[config.mk]
export PLATFORM = sky130hd
export DESIGN_NAME = cell_charge_sequencer
export DESIGN_NICKNAME = d
export VERILOG_FILES = /design/src/rtl/chg_seq_pkg.sv /design/src/rtl/chg_dwell_cnt.sv /design/src/rtl/chg_out_dec.sv /design/src/rtl/cell_charge_sequencer.sv
export SDC_FILE = /design/constraint.sdc
export NUM_CORES = 1
export LEC_CHECK = 0
export ABC_AREA = 1
export ABC_CLOCK_PERIOD_IN_PS = 1340
export BUFFER_PORTS_ARGS = -buffer_cell sky130_fd_sc_hd__clkbuf_2
export CAP_MARGIN = 20
export CORE_MARGIN = 2
export CORE_UTILIZATION = 45
export CTS_BUF_LIST = sky130_fd_sc_hd__clkbuf_16
export CTS_CLUSTER_DIAMETER = 40
export DETAILED_ROUTE_END_ITERATION = 10
export GPL_TIMING_DRIVEN = 0
export HOLD_SLACK_MARGIN = 0.12
export PLACE_DENSITY = 0.68
export SLEW_MARGIN = 5
export SYNTH_ARGS = -nofsm -noshare
export SYNTH_HDL_FRONTEND = slang
export SYNTH_SLANG_ARGS = --single-unit
[constraint.sdc]
create_clock -name clk -period 1.34 [get_ports clk]
set_clock_uncertainty 0.1 [all_clocks]
set_input_delay 0.201 -clock clk [delete_from_list [all_inputs] [get_ports clk]]
set_output_delay 0.201 -clock clk [all_outputs]
set_load 0.02 [all_outputs]
[src/rtl/chg_seq_pkg.sv]
package chg_seq_pkg;

    typedef enum logic [2:0] {
        ST_OFF   = 3'd0,
        ST_SLEEP = 3'd1,
        ST_POR   = 3'd2,
        ST_STBY  = 3'd3,
        ST_BEGIN = 3'd4,
        ST_CHG   = 3'd5,
        ST_SUSP  = 3'd6,
        ST_DONE  = 3'd7
    } seq_st_e;

    localparam logic [1:0] MODE_SHORT = 2'd0;
    localparam logic [1:0] MODE_PRE   = 2'd1;
    localparam logic [1:0] MODE_FAST  = 2'd2;

    localparam logic [1:0] STAT_PRE  = 2'b11;
    localparam logic [1:0] STAT_FAST = 2'b10;
    localparam logic [1:0] STAT_DONE = 2'b01;
    localparam logic [1:0] STAT_OFF  = 2'b00;

    localparam int unsigned NUM_DWELL = 3;

    typedef struct packed {
        seq_st_e st;
    } seq_reg_t;

endpackage

[src/rtl/chg_dwell_cnt.sv]
module chg_dwell_cnt #(
    parameter int unsigned TICKS = 25
) (
    input  logic clk,
    input  logic rst_n,
    input  logic cond,
    output logic hit
);
    localparam int unsigned CW = $clog2(TICKS + 1);
    localparam logic [CW-1:0] LIMIT = CW'(TICKS);

    logic [CW-1:0] cnt_d, cnt_q;

    // consecutive-cycle counter, cleared by any break in cond
    always_comb begin
        if (!cond) begin
            cnt_d = '0;
        end else if (cnt_q != LIMIT) begin
            cnt_d = cnt_q + 1'b1;
        end else begin
            cnt_d = cnt_q;
        end
    end

    always_ff @(posedge clk or negedge rst_n) begin
        if (!rst_n) begin
            cnt_q <= '0;
        end else begin
            cnt_q <= cnt_d;
        end
    end

    assign hit = cond && (cnt_q == LIMIT);

endmodule

[src/rtl/chg_out_dec.sv]
module chg_out_dec
    import chg_seq_pkg::*;
(
    input  seq_st_e    st,
    input  logic       ovp,
    input  logic       tmr_fault,
    input  logic       term_en,
    input  logic       bat_above_pre,
    input  logic       bat_above_sc,
    input  logic       bat_above_scind,
    output logic       pwr_en,
    output logic [1:0] cur_mode,
    output logic       pg_on,
    output logic [1:0] stat,
    output logic       tmr_clr,
    output logic       tmr_hold
);
    logic powered;
    logic charging;

    always_comb begin
        powered  = (st == ST_STBY) || (st == ST_BEGIN) || (st == ST_CHG) ||
                   (st == ST_SUSP) || (st == ST_DONE);
        charging = (st == ST_CHG) && !tmr_fault;

        pg_on    = powered && !ovp;
        tmr_clr  = (st == ST_OFF) || (st == ST_SLEEP) || (st == ST_POR) ||
                   (st == ST_STBY) || (st == ST_BEGIN);
        tmr_hold = (st == ST_SUSP) || (st == ST_DONE);
        pwr_en   = charging;

        if (!bat_above_sc) begin
            cur_mode = MODE_SHORT;
        end else if (!bat_above_pre) begin
            cur_mode = MODE_PRE;
        end else begin
            cur_mode = MODE_FAST;
        end

        stat = STAT_OFF;
        if (charging && bat_above_scind) begin
            stat = bat_above_pre ? STAT_FAST : STAT_PRE;
        end else if ((st == ST_DONE) && term_en) begin
            stat = STAT_DONE;
        end
    end

endmodule

[src/rtl/cell_charge_sequencer.sv]
module cell_charge_sequencer
    import chg_seq_pkg::*;
#(
    parameter int unsigned POR_TICKS = 8,
    parameter int unsigned DGL_TICKS = 25
) (
    input  logic       clk,
    input  logic       rst_n,
    input  logic       uvlo,
    input  logic       vin_ok,
    input  logic       ovp,
    input  logic       en_n,
    input  logic       pack_temp_ok,
    input  logic       tj_hot,
    input  logic       tloop_act,
    input  logic       bat_above_pre,
    input  logic       bat_above_sc,
    input  logic       bat_above_scind,
    input  logic       bat_below_rch,
    input  logic       i_below_term,
    input  logic       term_en,
    input  logic       tmr_fault,
    output logic       pwr_en,
    output logic [1:0] cur_mode,
    output logic       pg_on,
    output logic [1:0] stat,
    output logic       tmr_clr,
    output logic       tmr_hold
);
    localparam int unsigned DW_POR  = 0;
    localparam int unsigned DW_TERM = 1;
    localparam int unsigned DW_RCH  = 2;

    seq_reg_t cur_q, nxt_d;
    logic     temp_bad;
    logic [NUM_DWELL-1:0] dw_cond;
    logic [NUM_DWELL-1:0] dw_hit;

    assign temp_bad = !pack_temp_ok || tj_hot;

    always_comb begin
        dw_cond          = '0;
        dw_cond[DW_POR]  = (cur_q.st == ST_POR);
        dw_cond[DW_TERM] = (cur_q.st == ST_CHG) && !temp_bad && term_en &&
                           !tloop_act && i_below_term && !bat_below_rch;
        dw_cond[DW_RCH]  = (cur_q.st == ST_DONE) && bat_below_rch;
    end

    for (genvar g = 0; g < NUM_DWELL; g++) begin : g_dwell
        localparam int unsigned T = (g == DW_POR) ? POR_TICKS : DGL_TICKS;
        chg_dwell_cnt #(.TICKS(T)) u_dw (
            .clk   (clk),
            .rst_n (rst_n),
            .cond  (dw_cond[g]),
            .hit   (dw_hit[g])
        );
    end

    always_comb begin
        nxt_d = cur_q;
        if (uvlo) begin
            nxt_d.st = ST_OFF;
        end else if (!vin_ok) begin
            nxt_d.st = ST_SLEEP;
        end else begin
            case (cur_q.st)
                ST_OFF, ST_SLEEP: nxt_d.st = ST_POR;
                ST_POR: begin
                    if (dw_hit[DW_POR]) begin
                        nxt_d.st = (ovp || en_n) ? ST_STBY : ST_BEGIN;
                    end
                end
                default: begin
                    if (ovp || en_n) begin
                        nxt_d.st = ST_STBY;
                    end else begin
                        case (cur_q.st)
                            ST_STBY:  nxt_d.st = ST_BEGIN;
                            ST_BEGIN: nxt_d.st = temp_bad ? ST_SUSP : ST_CHG;
                            ST_CHG: begin
                                if (temp_bad) begin
                                    nxt_d.st = ST_SUSP;
                                end else if (dw_hit[DW_TERM]) begin
                                    nxt_d.st = ST_DONE;
                                end
                            end
                            ST_SUSP: begin
                                if (!temp_bad) begin
                                    nxt_d.st = ST_CHG;
                                end
                            end
                            ST_DONE: begin
                                if (!term_en) begin
                                    nxt_d.st = ST_CHG;
                                end else if (dw_hit[DW_RCH]) begin
                                    nxt_d.st = ST_BEGIN;
                                end
                            end
                            default: nxt_d.st = ST_OFF;
                        endcase
                    end
                end
            endcase
        end
    end

    always_ff @(posedge clk or negedge rst_n) begin
        if (!rst_n) begin
            cur_q.st <= ST_OFF;
        end else begin
            cur_q <= nxt_d;
        end
    end

    chg_out_dec u_dec (
        .st              (cur_q.st),
        .ovp             (ovp),
        .tmr_fault       (tmr_fault),
        .term_en         (term_en),
        .bat_above_pre   (bat_above_pre),
        .bat_above_sc    (bat_above_sc),
        .bat_above_scind (bat_above_scind),
        .pwr_en          (pwr_en),
        .cur_mode        (cur_mode),
        .pg_on           (pg_on),
        .stat            (stat),
        .tmr_clr         (tmr_clr),
        .tmr_hold        (tmr_hold)
    );

endmodule

==> impl_metrics.ini <==
[timing]
finalSetupViolations = 15
period_share_pct = 117.3
worstMarginPinSlew_ns = 0.4320
final_max_slew_viol_count = 0
max-slew-margin-rel_pct = 71.20
holdWs_ns = 0.1146
period_needed_ns = 1.572
rsz0062_at_grt = true
hold_viol = 0
setup_slack_ns = -0.2321
fmax_mhz = 636.1

[cells_and_area]
area.growth.synth_to_final_pct = 49.56
diodes = 0
final_area_um2 = 1703
nNetsFinal = 220
drive_gt1_share_pct = 46.70
final_util_pct = 70.01

[grt]
grt_usage_pct = 18.62
grt_max_degree = 18
grt_pass1_wl_mm = 3.974
antenna_found_initial = 0
grt_pass1_vias = 973
overflow = 0

[setup_path]
crit_path_end_kind = output pin
cp_common_cell = buf_4
critPathMaxStageDelay_ns = 0.39
cp_slowest_cell = dfrtp_1
critPathArrivalTime_ns = 1.27
required_ns = 1.04
path_cells = buf_4 > nand3_4 > inv_4 > nor3_2 > buf_4
start_kind = flop
crit_fanout = 6
critical_path_class = flop to output pin

[die]
chipHeight_um = 54.30
die_x_um = 54.30
ioPinCount = 24
rows = 18
initial_utilization_pct = 46.81
design.die.area_um2 = 2948
core_area_um2 = 2432

[power]
p_int_w = 0.001005
seq_power_share_pct = 40.4
p_per_area_nw_per_um2 = 780.9
swShare_pct = 24.41
leakage_nw = 0.7951
p_clk_share_pct = 45.5
vdd_drop_max_mv = 1.211
power_w = 0.001330
p_comb_share_pct = 14.2
power.switching_w = 0.0003246

[place]
routabilityCongestion = 0.7931
dpl_cell_area_um2 = 1328
pre_cts_slack_ns = -0.2152
dp_hpwl_mm = 1.813
io_buffer_count = 23

[drt]
post-route-drc-count = 0
drt-met1-wl_mm = 1.149
drtIter0Drc = 9
dr_total_vias = 1145
dr_wl_met2_mm = 1.603
vias_per_cell = 5.044
first_pass_iters = 4
wl_met3_um = 88
ant_nets = 0
wl_mm = 2.890
wl_per_cell_um = 12.73
top_layer = met4

[synthesis]
synthArstFlopShare_pct = 100.0
syn_inst = 153
yosysTopAreaCellShare_pct = 37.36
synth_edf_count = 0
ys_seq_elements = 17
synth.net_count = 175
yosysMostFrequentCell = nand2_1
synth_cell_types = 26
synth.area.top_cells = dfrtp_1 37%, nand2_1 11%, inv_1 7.9%, nor2_1 7.6%, ha_1 6.6%
synthFlopType = dfrtp_1
synth_area_um2 = 1139
synth_seq_area_share_pct = 37.36
netlist_top_cells_count = 32 x nand2_1, 24 x inv_1, 23 x nor2_1, 17 x dfrtp_1, 9 x nand3_1
avgSynthCellArea_um2 = 7.442
synth_area_leader_cell = dfrtp_1
yosys_warnings = 0

[clock_tree]
root_buffer = clkbuf_16
clockBufferDepth = 2
clkTransAtPathRegs_ns = 0.05
clock_latency_ns = 0.25
cts.htree.levels = 1
tritoncts = built
cts.sinks = 17
cts_buffers = 3

[status]
status = finished with violations
failed_checks = negative setup slack

[hold_path]
hp-class = input port to flop

[job]
cap_violations = 0
[power groups by stage]
stage,Combinational (W),Sequential [W],Clock [W]
after global placement,0.000129,0.000542,0
after floorplan,0.0000762,0.000541,0
final,0.000188,0.000537,0.000604
after CTS,0.000164,0.000534,0.000619
after detailed placement,0.000132,0.000543,0
after global routing,0.000207,0.000538,0.000636
[worst max-delay path: cells and delay by family, from the launching register on]
family	cells	cell delay (ns)
AND/OR/NAND/NOR	2	0.22
buffers and inverters	3	0.40
flip-flops	1	0.39
[metrics by stage]
stage	setup TNS (ns)	instances
final	-1.969	227
after detailed placement	-1.043	206
after floorplan	-0.2207	153
after global placement	-0.6936	206
after CTS	-2.310	221
after global routing	-3.155	227
[layout by cell type (no fill, tap or decap), types with 4 or more instances in the layout]
| cell type | count |
|---|---|
| inv_2 | 5 |
| xor2_1 | 4 |
| nand3_2 | 4 |
| o21ai_0 | 4 |
| inv_1 | 20 |
| nand3_1 | 5 |
| clkbuf_2 | 17 |
| nor2_4 | 5 |
| nand2_1 | 24 |
| nor2_1 | 19 |
| buf_6 | 4 |
| buf_4 | 15 |
| a21oi_2 | 4 |
| dfrtp_1 | 15 |
| nand2_2 | 10 |
[cell families after synthesis]
group / count (synthesis) / share of synthesized area (%)
AO/OA/AOI/OAI: 17 / 9.121
XOR/XNOR: 5 / 3.846
adder cells (fa/ha/maj): 6 / 6.593
buffers and inverters: 26 / 8.572
flip-flops: 17 / 37.36
AND/OR/NAND/NOR: 82 / 34.51
[registers in the layout, indices dropped and copies added, names as in the netlist]
register            count
g_dwell.u_dw.cnt_q     14
cur_q                   3
[cell type report]
cell class	count	area (um^2)
clock buffers	3	75.07
flip-flops and latches	17	427.9
inverters	26	100.1
well taps	30	37.54
multi-input cells	110	757.0
repair buffers	40	297.8
fillers	179	729.5
clock inverters	1	7.507
[routing by layer]
metal  global-route usage, %  up-vias
li1                        -      568
met4                   3.750        0
met3                   6.011        6
met1                   22.13      554
met2                   32.73       17
met5                       0        -
[repair_timing]
action,in CTS,in global routing
setup buffers,10,6
hold buffers,1,0
resized for setup,15,39
hold endpoints to repair,17,0
endpoints found under the setup margin,18,21
pin swaps,5,5
[path summary, 6_finish.rpt]
kind	depth (start not counted)	slack [ns]	from	endpoint
setup / recovery	5	-0.23	cur_q[1]	pg_on
hold / removal	4	0.11	uvlo	cur_q[0]
setup reg to reg	8	-0.19	cur_q[2]	cur_q[1]
hold reg to reg	1	0.42	g_dwell[0].u_dw.cnt_q[0]	g_dwell[0].u_dw.cnt_q[0]
max in group asynchronous	2	0.49	rst_n	cur_q[0]
min in group asynchronous	2	0.32	rst_n	g_dwell[2].u_dw.cnt_q[2]
Power figures use the tool's default switching activity.
